<file path="src/rtl/cfg_trap_pkg.sv">
package cfg_trap_pkg;

   localparam int NUM_WIN  = 5;
   localparam int NUM_DLY  = 4;

   localparam int TRAP_F1_BIT = 0;
   localparam int TRAP_F0_BIT = 1;
   localparam int TRAP_FIX1_BIT = 2;

   function automatic logic [15:0] win_lo(input int idx);
      case (idx)
         0:       return 16'h0170;
         1:       return 16'h01F0;
         2:       return 16'h0020;
         3:       return 16'h00A0;
         default: return 16'h0040;
      endcase
   endfunction

   function automatic logic [15:0] win_hi(input int idx);
      case (idx)
         0:       return 16'h0177;
         1:       return 16'h01F7;
         2:       return 16'h0021;
         3:       return 16'h00A1;
         default: return 16'h0043;
      endcase
   endfunction

   function automatic int win_enable(input int idx);
      case (idx)
         0:       return 0;
         1:       return 1;
         2:       return 2;
         3:       return 2;
         default: return 3;
      endcase
   endfunction

endpackage

</file>
<file path="src/rtl/cfg_trap_io_decode.sv">
module cfg_trap_io_decode
   import cfg_trap_pkg::*;
#(
   parameter int ADDR_W = 16
) (
   input  logic [ADDR_W-1:0]  addr_i,
   input  logic [NUM_DLY-1:0] dly_en_i,
   output logic               hit_o
);

   logic [NUM_WIN-1:0] win_hit;

   for (genvar w = 0; w < NUM_WIN; w++) begin : g_win
      localparam logic [ADDR_W-1:0] LO = ADDR_W'(win_lo(w));
      localparam logic [ADDR_W-1:0] HI = ADDR_W'(win_hi(w));
      localparam int                EN = win_enable(w);
      assign win_hit[w] = (addr_i >= LO) && (addr_i <= HI) && dly_en_i[EN];
   end

   assign hit_o = |win_hit;

endmodule

</file>
<file path="src/rtl/cfg_trap_regs.sv">
module cfg_trap_regs
   import cfg_trap_pkg::*;
#(
   parameter int               DATA_W    = 8,
   parameter int               OFS_W     = 8,
   parameter int               OFS_TRAP  = 'h40,
   parameter int               OFS_DLY   = 'h41,
   parameter int               OFS_TOP   = 'h42,
   parameter int               OFS_SUB   = 'h43,
   parameter logic [NUM_DLY-1:0] DLY_RST = 4'b1000
) (
   input  logic               clk,
   input  logic               rst_n,
   input  logic               wr_en_i,
   input  logic [OFS_W-1:0]   ofs_i,
   input  logic [DATA_W-1:0]  wdata_i,
   input  logic               trap_evt_i,
   output logic               en_f1_o,
   output logic               en_f0_o,
   output logic [NUM_DLY-1:0] dly_en_o,
   output logic [DATA_W-1:0]  rdata_o
);

   localparam logic [OFS_W-1:0] A_TRAP = OFS_W'(OFS_TRAP);
   localparam logic [OFS_W-1:0] A_DLY  = OFS_W'(OFS_DLY);
   localparam logic [OFS_W-1:0] A_TOP  = OFS_W'(OFS_TOP);
   localparam logic [OFS_W-1:0] A_SUB  = OFS_W'(OFS_SUB);

   logic [1:0]         trap_q;
   logic [NUM_DLY-1:0] dly_q;
   logic               top_q, sub_q;
   logic               clr_top, clr_sub;

   assign clr_top = wr_en_i && (ofs_i == A_TOP) && wdata_i[0];
   assign clr_sub = wr_en_i && (ofs_i == A_SUB) && wdata_i[0];

   always_ff @(posedge clk or negedge rst_n) begin
      if (!rst_n) begin
         trap_q <= '0;
         dly_q  <= DLY_RST;
         top_q  <= 1'b0;
         sub_q  <= 1'b0;
      end else begin
         if (wr_en_i && ofs_i == A_TRAP) trap_q <= wdata_i[1:0];
         if (wr_en_i && ofs_i == A_DLY)  dly_q  <= wdata_i[NUM_DLY-1:0];
         // trap event has priority over a clear in the same cycle
         if (trap_evt_i)    top_q <= 1'b1;
         else if (clr_top)  top_q <= 1'b0;
         if (trap_evt_i)    sub_q <= 1'b1;
         else if (clr_sub)  sub_q <= 1'b0;
      end
   end

   assign en_f1_o  = trap_q[TRAP_F1_BIT];
   assign en_f0_o  = trap_q[TRAP_F0_BIT];
   assign dly_en_o = dly_q;

   always_comb begin
      rdata_o = '0;
      if (ofs_i == A_TRAP) begin
         rdata_o[1:0]           = trap_q;
         rdata_o[TRAP_FIX1_BIT] = 1'b1;
      end else if (ofs_i == A_DLY) begin
         rdata_o[NUM_DLY-1:0] = dly_q;
      end else if (ofs_i == A_TOP) begin
         rdata_o[0] = top_q;
      end else if (ofs_i == A_SUB) begin
         rdata_o[0] = sub_q;
      end
   end

   p_status_set_r4: assert property (@(posedge clk) disable iff (!rst_n)
      trap_evt_i |=> (top_q && sub_q));

   p_status_sticky_r4: assert property (@(posedge clk) disable iff (!rst_n)
      (top_q && !clr_top) |=> top_q);

   p_set_wins_r10: assert property (@(posedge clk) disable iff (!rst_n)
      (trap_evt_i && clr_sub) |=> sub_q);

endmodule

</file>
<file path="src/rtl/cfg_trap_unit.sv">
module cfg_trap_unit
   import cfg_trap_pkg::*;
#(
   parameter int ADDR_W   = 16,
   parameter int DATA_W   = 8,
   parameter int OFS_W    = 8,
   parameter int OFS_TRAP = 'h40,
   parameter int OFS_DLY  = 'h41,
   parameter int OFS_TOP  = 'h42,
   parameter int OFS_SUB  = 'h43
) (
   input  logic              clk,
   input  logic              rst_n,
   input  logic              acc_valid_i,
   input  logic              acc_io_i,
   input  logic              acc_write_i,
   input  logic              acc_func_i,
   input  logic [ADDR_W-1:0] acc_addr_i,
   input  logic [DATA_W-1:0] acc_wdata_i,
   output logic              pass_o,
   output logic              delay_o,
   output logic              smi_o,
   output logic [DATA_W-1:0] rdata_o
);

   if (ADDR_W < 9) begin : g_bad_addr
      $error("ADDR_W must cover the 1F7h window");
   end
   if (DATA_W < 8) begin : g_bad_data
      $error("DATA_W must be at least 8");
   end
   if (OFS_W > ADDR_W) begin : g_bad_ofs
      $error("OFS_W must not exceed ADDR_W");
   end

   logic               cfg_acc, f1_acc, f0_acc, trap_evt, io_hit;
   logic               en_f1, en_f0;
   logic [NUM_DLY-1:0] dly_en;
   logic [DATA_W-1:0]  reg_rdata;
   logic               smi_q;

   assign cfg_acc  = acc_valid_i && !acc_io_i;
   assign f1_acc   = cfg_acc && acc_func_i;
   assign f0_acc   = cfg_acc && !acc_func_i;
   assign trap_evt = (f1_acc && en_f1) || (f0_acc && en_f0);

   cfg_trap_regs #(
      .DATA_W (DATA_W), .OFS_W (OFS_W),
      .OFS_TRAP (OFS_TRAP), .OFS_DLY (OFS_DLY),
      .OFS_TOP (OFS_TOP), .OFS_SUB (OFS_SUB),
      .DLY_RST (4'b1000)
   ) u_regs (
      .clk        (clk),
      .rst_n      (rst_n),
      .wr_en_i    (f0_acc && acc_write_i),
      .ofs_i      (acc_addr_i[OFS_W-1:0]),
      .wdata_i    (acc_wdata_i),
      .trap_evt_i (trap_evt),
      .en_f1_o    (en_f1),
      .en_f0_o    (en_f0),
      .dly_en_o   (dly_en),
      .rdata_o    (reg_rdata)
   );

   cfg_trap_io_decode #(.ADDR_W (ADDR_W)) u_dec (
      .addr_i   (acc_addr_i),
      .dly_en_i (dly_en),
      .hit_o    (io_hit)
   );

   always_ff @(posedge clk or negedge rst_n) begin
      if (!rst_n) smi_q <= 1'b0;
      else        smi_q <= trap_evt;
   end

   assign smi_o   = smi_q;
   assign pass_o  = !(f1_acc && en_f1 && acc_write_i);
   assign delay_o = acc_valid_i && acc_io_i && io_hit;
   assign rdata_o = (f0_acc && !acc_write_i) ? reg_rdata : '0;

   p_smi_source_r1: assert property (@(posedge clk) disable iff (!rst_n)
      smi_o |-> $past(acc_valid_i && !acc_io_i));

   p_block_traps_r2: assert property (@(posedge clk) disable iff (!rst_n)
      !pass_o |=> smi_o);

   p_f0_passes_r3: assert property (@(posedge clk) disable iff (!rst_n)
      (acc_valid_i && !acc_io_i && !acc_func_i) |-> pass_o);

   p_io_no_smi_r8: assert property (@(posedge clk) disable iff (!rst_n)
      (acc_valid_i && acc_io_i) |=> !smi_o);

   p_cfg_no_delay_r8: assert property (@(posedge clk) disable iff (!rst_n)
      !(acc_valid_i && acc_io_i) |-> !delay_o);

endmodule

</file>
<file path="config.mk">
export PLATFORM = sky130hd
export DESIGN_NAME = cfg_trap_unit
export DESIGN_NICKNAME = d
export VERILOG_FILES = /design/src/rtl/cfg_trap_pkg.sv /design/src/rtl/cfg_trap_io_decode.sv /design/src/rtl/cfg_trap_regs.sv /design/src/rtl/cfg_trap_unit.sv
export SDC_FILE = /design/constraint.sdc
export NUM_CORES = 1
export LEC_CHECK = 0
export BUFFER_PORTS_ARGS = -buffer_cell sky130_fd_sc_hd__buf_4
export CORE_MARGIN = 2
export CORE_UTILIZATION = 38
export DETAILED_ROUTE_END_ITERATION = 7
export PLACE_DENSITY = 0.71
export SYNTH_ARGS = -nofsm -noshare
export SYNTH_HDL_FRONTEND = slang
export SYNTH_HIERARCHICAL = 1
export SYNTH_SLANG_ARGS = --single-unit
</file>
<file path="constraint.sdc">
create_clock -name clk -period 2.2 [get_ports clk]
set_input_delay 0.44 -clock clk [delete_from_list [all_inputs] [get_ports clk]]
set_output_delay 0.44 -clock clk [all_outputs]
set_load 0.05 [all_outputs]
</file>
Word-level counts from Yosys, hierarchy flattened

Cells that the tools add are included.

Logic and storage cells: 64
Output and inout bits: 11
Register bits: 9
Bits of input ports: 30

Muxes and demuxes: 11
Reductions and logical operators: 34
Equal/unequal tests: 4
Order comparisons: 10

Operators by type and width:

| operator                                                           | number |
|---|---|
| == test 8 x 7 -> 1 bit, second input constant                      | 4 |
| greater-or-equal comparator 16 x 9 -> 1 bit, second input constant | 2 |
| less-or-equal comparator 16 x 9 -> 1 bit, second input constant    | 2 |
| logical AND 1 bit                                                  | 26 |
| greater-or-equal comparator 16 x 6 -> 1 bit, second input constant | 1 |
| greater-or-equal comparator 16 x 7 -> 1 bit, second input constant | 1 |
| greater-or-equal comparator 16 x 8 -> 1 bit, second input constant | 1 |
| less-or-equal comparator 16 x 6 -> 1 bit, second input constant    | 1 |
| less-or-equal comparator 16 x 7 -> 1 bit, second input constant    | 1 |
| less-or-equal comparator 16 x 8 -> 1 bit, second input constant    | 1 |
| two-way mux 1 bit                                                  | 8 |
| two-way mux 3 bit                                                  | 2 |
| OR reduction 5 bit                                                 | 1 |
| logical NOT 1 bit                                                  | 4 |
| two-way mux 4 bit                                                  | 1 |
| nonzero test 2 bit                                                 | 2 |
| logical OR 1 bit                                                   | 1 |

Logic depth before layout (Yosys ltp)

Gate-level depths: netlist (run 1).

Word-level depth: 8
Depth in mapped cells: 5
Mapped depth without buffers: 5

Modules after synthesis

Netlist (run 1), hierarchy kept.

By module, submodules not included:

| module             | sequential area each (µm²) | cells an instance | instances | area an instance (µm²) |
|---|---|---|---|---|
| cfg_trap_regs      | 201.4                      | 42                | 1         | 480.5 |
| cfg_trap_unit      | 25.0                       | 17                | 1         | 153.9 |
| cfg_trap_io_decode | 0.0                        | 11                | 1         | 85.1 |

Worst setup path before layout (run 1)

OpenSTA, ideal clock, no wires.

Path kind: input-to-output
Start point: in acc_addr_i[10]
End point: out delay_o
Arrival: 1,627 ps
Path buffers: 0
Setup slack: 133 ps
Stages on the path: 4
Required time: 1,760 ps
Cell sequence: nor4_1 o211ai_1 a2111oi_2 and3_1

Word-level cells in the longest chain between the ends: 5
Elaborated cells between the ends (all ways): 22
Classes of those cells: 10 x order compare; 12 x reduce/logical

Ends and longest elaborated chain:

| element                                                                   | line                     | text |
|---|---|---|
| from (decl)                                                               | cfg_trap_unit.sv:18      | `input logic [ADDR_W-1:0] acc_addr_i,` |
| greater-or-equal comparator 16 x 9 -> 1 bit, or another cell as far along | cfg_trap_io_decode.sv:17 | `assign win_hit[w] = (addr_i >= LO) && (addr_i <= HI) && dly_en_i[EN];` |
| logical AND 1 bit (2 in a row)                                            | cfg_trap_io_decode.sv:17 |  |
| OR reduction 5 bit *                                                      | cfg_trap_io_decode.sv:20 | `assign hit_o = \|win_hit;` |
| named net io_hit                                                          | cfg_trap_unit.sv:36      | `logic cfg_acc, f1_acc, f0_acc, trap_evt, io_hit;` |
| logical AND 1 bit *                                                       | cfg_trap_unit.sv:78      | `assign delay_o = acc_valid_i && acc_io_i && io_hit;` |
| to (decl)                                                                 | cfg_trap_unit.sv:21      | `output logic delay_o,` |

Mark *: on every way through the listed nets, which the timed path passes. The rest lies on a longest branch.

Worst setup path after layout (run 1)

Same ends and word-level chain as after synthesis.

==> results of run 1 <==
metrics by stage:
step	setup slack (ns)	instance area [um2]
6_report	0.0946	1050
5_1_grt	-0.0494	1050
4_1_cts	0.00412	1020
2_1_floorplan	0.133	731
3_3_place_gp	-0.00550	983
3_5_place_dp	-0.00883	983
worst max-delay path, stage by stage:
cell and delay [ns]:
buf_4 0.11, nor4_1 0.31, o211ai_1 0.17, a2111oi_2 0.25
and3_1 0.23, buf_6 0.16
repair_timing:
item | CTS | global route
pin swaps | 0 | 3
endpoints found under the hold margin | 8 | 0
setup endpoints to repair | 1 | 1
gates resized for setup | 1 | 4
hold buffers | 1 | 0
cell type report:
class                           count  area [um2]  share of cell area
Inverter                            3        11.3              0.0107
Sequential cell                     9         226               0.216
Timing Repair Buffer               36         284               0.271
Clock buffer                        4        26.3              0.0250
Tap cell                           25        31.3              0.0298
Multi-Input combinational cell     56         470               0.448
kinds of logic (layout without fill, tap and decap cells):
logic type | Yosys count | in the layout | synth area share
multiplexers | 9 | 9 | 0.158
other | 1 | 4 | 0.00521
AND/OR/NAND/NOR | 33 | 33 | 0.337
buffers and inverters | 8 | 43 | 0.0730
AO/OA/AOI/OAI | 10 | 10 | 0.111
flip-flops | 9 | 9 | 0.315
worst paths after layout:
path,from,to,slack (ns)
worst max-delay path,acc_addr_i[10],delay_o,0.09
worst min-delay path,acc_wdata_i[2],u_regs/dly_en_o[2],0.42
worst max register to register,u_regs/trap_q[0],u_regs/top_q,1.16
worst min register to register,u_regs/sub_q,u_regs/sub_q,0.53
max in group asynchronous,rst_n,u_regs/dly_en_o[3],1.45
min in group asynchronous,rst_n,smi_o,0.54
sequential cells by signal (all words and copies together), names as in the netlist:
register and flops:
u_regs/top_q 1, u_regs/trap_q 2, u_regs/sub_q 1, smi_o 1, u_regs/dly_en_o 4
per-layer routing:
| layer | vias up | share of wire | track usage |
|---|---|---|---|
| met2 | 19 | 0.53 | 0.259 |
| li1 | 327 | - | - |
| met3 | 0 | 0.050 | 0.0226 |
| met4 | 0 | 0 | 0.0333 |
| met1 | 289 | 0.42 | 0.178 |
| met5 | - | 0 | 0 |
power groups by stage:
stage	Sequential [mW]	Clock, mW	Combinational, mW
5_1_grt	0.171	0.132	0.0980
6_report	0.171	0.119	0.0904
4_1_cts	0.171	0.127	0.0864
3_5_place_dp	0.174	0	0.0850
3_3_place_gp	0.173	0	0.0828
2_1_floorplan	0.173	0	0.0343
placed cells by master (no fill, tap or decap), drive strengths merged:
cell type / instances
nand2b: 1
a21oi: 3
mux2: 6
nor3b: 3
inv: 3
nand4b: 1
clkbuf: 4
mux4: 1
nand4: 1
mux2i: 2
nor4: 3
or2: 1
dfstp: 1
o211a: 1
nand3: 1
and3: 2
conb: 4
nor4b: 2
o21ai: 1
nor2b: 1
a2111oi: 2
a31oi: 2
nor2: 6
dfrtp: 8
and4: 1
and2: 7
dlygate4sd3: 1
nand2: 3
buf: 35
o211ai: 1
==> flow_summary.ini, run 1 <==
[power]
ir_drop_mv = 0.307
finalPower_mw = 0.380
powerDensity_nw_per_um2 = 362
power.switching_mw = 0.0924
combPwrFrac = 0.238
pwr-share-seq = 0.449
sw_frac_of_total = 0.243
p_clk_frac = 0.313
p_leak_nw = 0.509
internal_power_mw = 0.287

[synth]
yosys.cell_count.top_type = dfrtp_1
synth_common_cells = dfrtp_1 (8), and2_1 (7), mux2_2 (6), nor2_1 (6), buf_4 (4)
synthTopCellsByArea = dfrtp_1 (28%), mux2_2 (9.4%), and2_1 (6.1%)
synth_top_area_frac = 0.278
synth_area_per_cell_um2 = 10.3
synthDistinctLibCells = 32
synth_edf_count = 0
ys_ff_latch = 9
yosys_warnings = 6
yosys_most_used_dff = dfrtp_1
async_flop_share = 1.00
yosysSeqAreaShare = 0.315
yosysTopAreaCell = dfrtp_1
syn-cell-area_um2 = 719
synth_cells = 70

[grt]
grt_pass1_wl_mm = 2.30
antenna_found_initial = 0
grt_max_degree = 10
grt_pass1_vias = 572
grt_usage = 0.144
overflow = 0

[timing]
finalSetupViolations = 0
setup_tns_ns = 0
worst_pin_slew_ns = 2.15
final.period_utilization = 0.957
fmax_mhz = 475
fin_skew_ns = 0.000338
slew_headroom = -0.451
timing.hold.ws_ns = 0.420
slew_viol_final = 1
fin_crit_ns = 2.11
finalHoldViolations = 0

[floorplanning]
core_area_um2 = 1750
ios = 41
dieArea_um2 = 2260
rows = 15
die_w_um = 47.5
start_util = 0.412
chipHeight_um = 47.5

[drt]
wire_per_inst_um = 11.9
drc = 0
via_count = 635
first_iter_violations = 4
routed_via_density = 4.77
final_antenna_net_count = 0
drt-total-wl_mm = 1.59
first_pass_iters = 4

[status]
outcome = finished with violations
violations = max-slew violations

[placement]
gp_congestion = 0.704
dp_cells = 128
numPortBuffers = 32
place_hpwl_mm = 1.34

[final_layout]
n_fill_cell = 159
nNetsFinal = 139
fin_cells = 133
antenna_cells = 0
post-route-util = 0.601
drive_gt1_frac = 0.509
syn2layout_area_growth_pct = 45.9

[clocking]
cts_inserted_buffers = 3
clk_latency_ns = 0.25
clock_path_buffers = 2
cts.sink_count = 9
post_cts_buffers = 0
root_buffer = clkbuf_4
clkTransAtPathRegs_ns = 0.05
htreeDepth = 1
cts_tree = done

[setup_path]
cp-end-kind = primary output
r2r_cells = 4
timing.critical_path.required_ns = 1.76
start_kind = input pin
path_class = input pin to primary output
crit_fanout = 1
crit_arrival_ns = 1.67

[hold_path]
hp-class = input pin to flip-flop
holdPathStages = 2

[flow_run]
drv_cap = 0
Power figures use the tool's default switching activity.
==> run 2: changes to the inputs <==
BUFFER_PORTS_ARGS = -buffer_cell sky130_fd_sc_hd__buf_2   (was -buffer_cell sky130_fd_sc_hd__buf_4)
CTS_BUF_LIST = sky130_fd_sc_hd__clkbuf_4 sky130_fd_sc_hd__clkbuf_8   (was unset)
SLEW_MARGIN = 20   (was unset)
==> run 2 against run 1 <==
- the run still ends with max-slew violations left
- global-route usage is 2.1 points higher
- sequential share of layout area up 1.1 points
- clock power rose by 12%
- via count up 7.1%
- register-to-register slack got worse by 0.02 ns
- clock-buffer cell count did not move
- largest power group unchanged
==> flow_summary.ini, run 2 (synthesized netlist as in run 1, its figures left out) <==
[grt]
antenna_found_initial = 0
grt_pass1_wl_mm = 2.53
grt_usage = 0.165
overflow = 0
grt_max_degree = 10
grt_pass1_vias = 612

[drt]
final_antenna_net_count = 0
wire_per_inst_um = 12.0
via_count = 680
routed_via_density = 5.00
first_pass_iters = 4
first_iter_violations = 8
drt-total-wl_mm = 1.64
drc = 0

[clocking]
root_buffer = clkbuf_4
clkTransAtPathRegs_ns = 0.06
clock_path_buffers = 2
htreeDepth = 1
cts.sink_count = 9
clk_latency_ns = 0.25
cts_inserted_buffers = 3
cts_tree = done
post_cts_buffers = 0
cts_hold_buf = 0

[floorplanning]
die_w_um = 47.5
dieArea_um2 = 2260
rows = 15
core_area_um2 = 1750
start_util = 0.412
chipHeight_um = 47.5
ios = 41

[final_layout]
drive_gt1_frac = 0.550
fin_area_um2 = 997
largest_reg_flops = 4
antenna_cells = 0
final_cell_mix = buf_2 (30), dfrtp_1 (8), and2_1 (7), buf_4 (7)
layout_commonest_cell = buf_2
nNetsFinal = 142
syn2layout_area_growth_pct = 38.6
post-route-util = 0.571

[timing]
fin_crit_ns = 2.12
rsz0062_at_grt = false
worst_pin_slew_ns = 2.19
slew_viol_final = 1
layout_setup_ws_ns = 0.0837
slew_headroom = -0.482
fin_skew_ns = 0.00251
finalSetupViolations = 0
finalHoldViolations = 0
final.period_utilization = 0.962
fmax_mhz = 473

[setup_path]
crit_fanout = 1
path_buf_inv = 2
crit_path_top_delay_cell = a2111oi_2
crit_arrival_ns = 1.68
rrSetupSlack_ns = 1.14
r2r_cells = 4
r2r_end = u_regs/sub_q
start_kind = input pin
r2r-start = u_regs/trap_q[0]
timing.critical_path.required_ns = 1.76
path_cells = buf_2 -> nor4_2 -> o211ai_1 -> a2111oi_2 -> and3_1 -> buf_6
cp-end-kind = primary output
path_class = input pin to primary output
path_delay_family = simple AND/OR/NAND/NOR gates
max_stage_delay_ns = 0.34

[placement]
place_area_um2 = 933
numPortBuffers = 32
pre_cts_slack_ns = -0.105
gp_congestion = 0.786
place_hpwl_mm = 1.43

[power]
powerDensity_nw_per_um2 = 386
ir_drop_mv = 0.331
p_leak_nw = 0.506

[flow_run]
drv_cap = 0

[status]
violations = max-slew violations
outcome = finished with violations

[hold_path]
hp-class = input pin to asynchronous set/reset pin
run 2: cell count changes in the layout (fill, tap and decap cells not counted), sizes merged:
cell	delta
buf	+4
dlygate4sd3	-1
run 2: per-layer routing:
metal / up-vias / track usage / share of wire
li1: 336 / - / -
met3: 2 / 0.0264 / 0.055
met1: 321 / 0.183 / 0.41
met2: 21 / 0.286 / 0.53
met5: - / 0 / 0
met4: 0 / 0.111 / 0.0061
run 2: worst max-delay path by stage:
| stage | cells after the start | end | from | slack [ns] |
|---|---|---|---|---|
| 2_1_floorplan | 4 | delay_o | acc_addr_i[10] | 0.13 |
| 3_3_place_gp | 6 | delay_o | acc_addr_i[11] | -0.06 |
| 3_5_place_dp | 6 | delay_o | acc_addr_i[11] | -0.11 |
| 6_report | 6 | delay_o | acc_addr_i[10] | 0.08 |
| 4_1_cts | 6 | delay_o | acc_addr_i[5] | 0.02 |
| 5_1_grt | 6 | delay_o | acc_addr_i[14] | 0.004 |
run 2: report_power, final:
group | switching (mW) | internal [mW] | total (mW)
Combinational | 0.0425 | 0.0390 | 0.0815
Clock | 0.0513 | 0.0818 | 0.133
Sequential | 0.00179 | 0.169 | 0.171
run 2: final cells by class:
class	instances	area, um2
fill	162	748
multi-input combinational	56	473
sequential	9	226
timing repair buffer	39	225
tap	25	31.3
clock buffer	4	30.0
inverter	3	11.3
run 2: timing repair:
action / in CTS / in global routing
gates resized for setup: 2 / 4
hold endpoints to repair: 0 / 0
gates cloned: 0 / 0
pin swaps: 1 / 4
setup endpoints to repair: 1 / 1
run 2: through the flow:
step                TNS, ns  hold WS, ns  instances  power [mW]
finish                    0       0.0196        136       0.385
global route              0       0.0311        136       0.406
CTS                       0       0.0121        136       0.390
detailed placement   -0.105        0.294        132       0.250
global placement    -0.0649        0.293        132       0.248
floorplan                 0        0.144         73       0.207
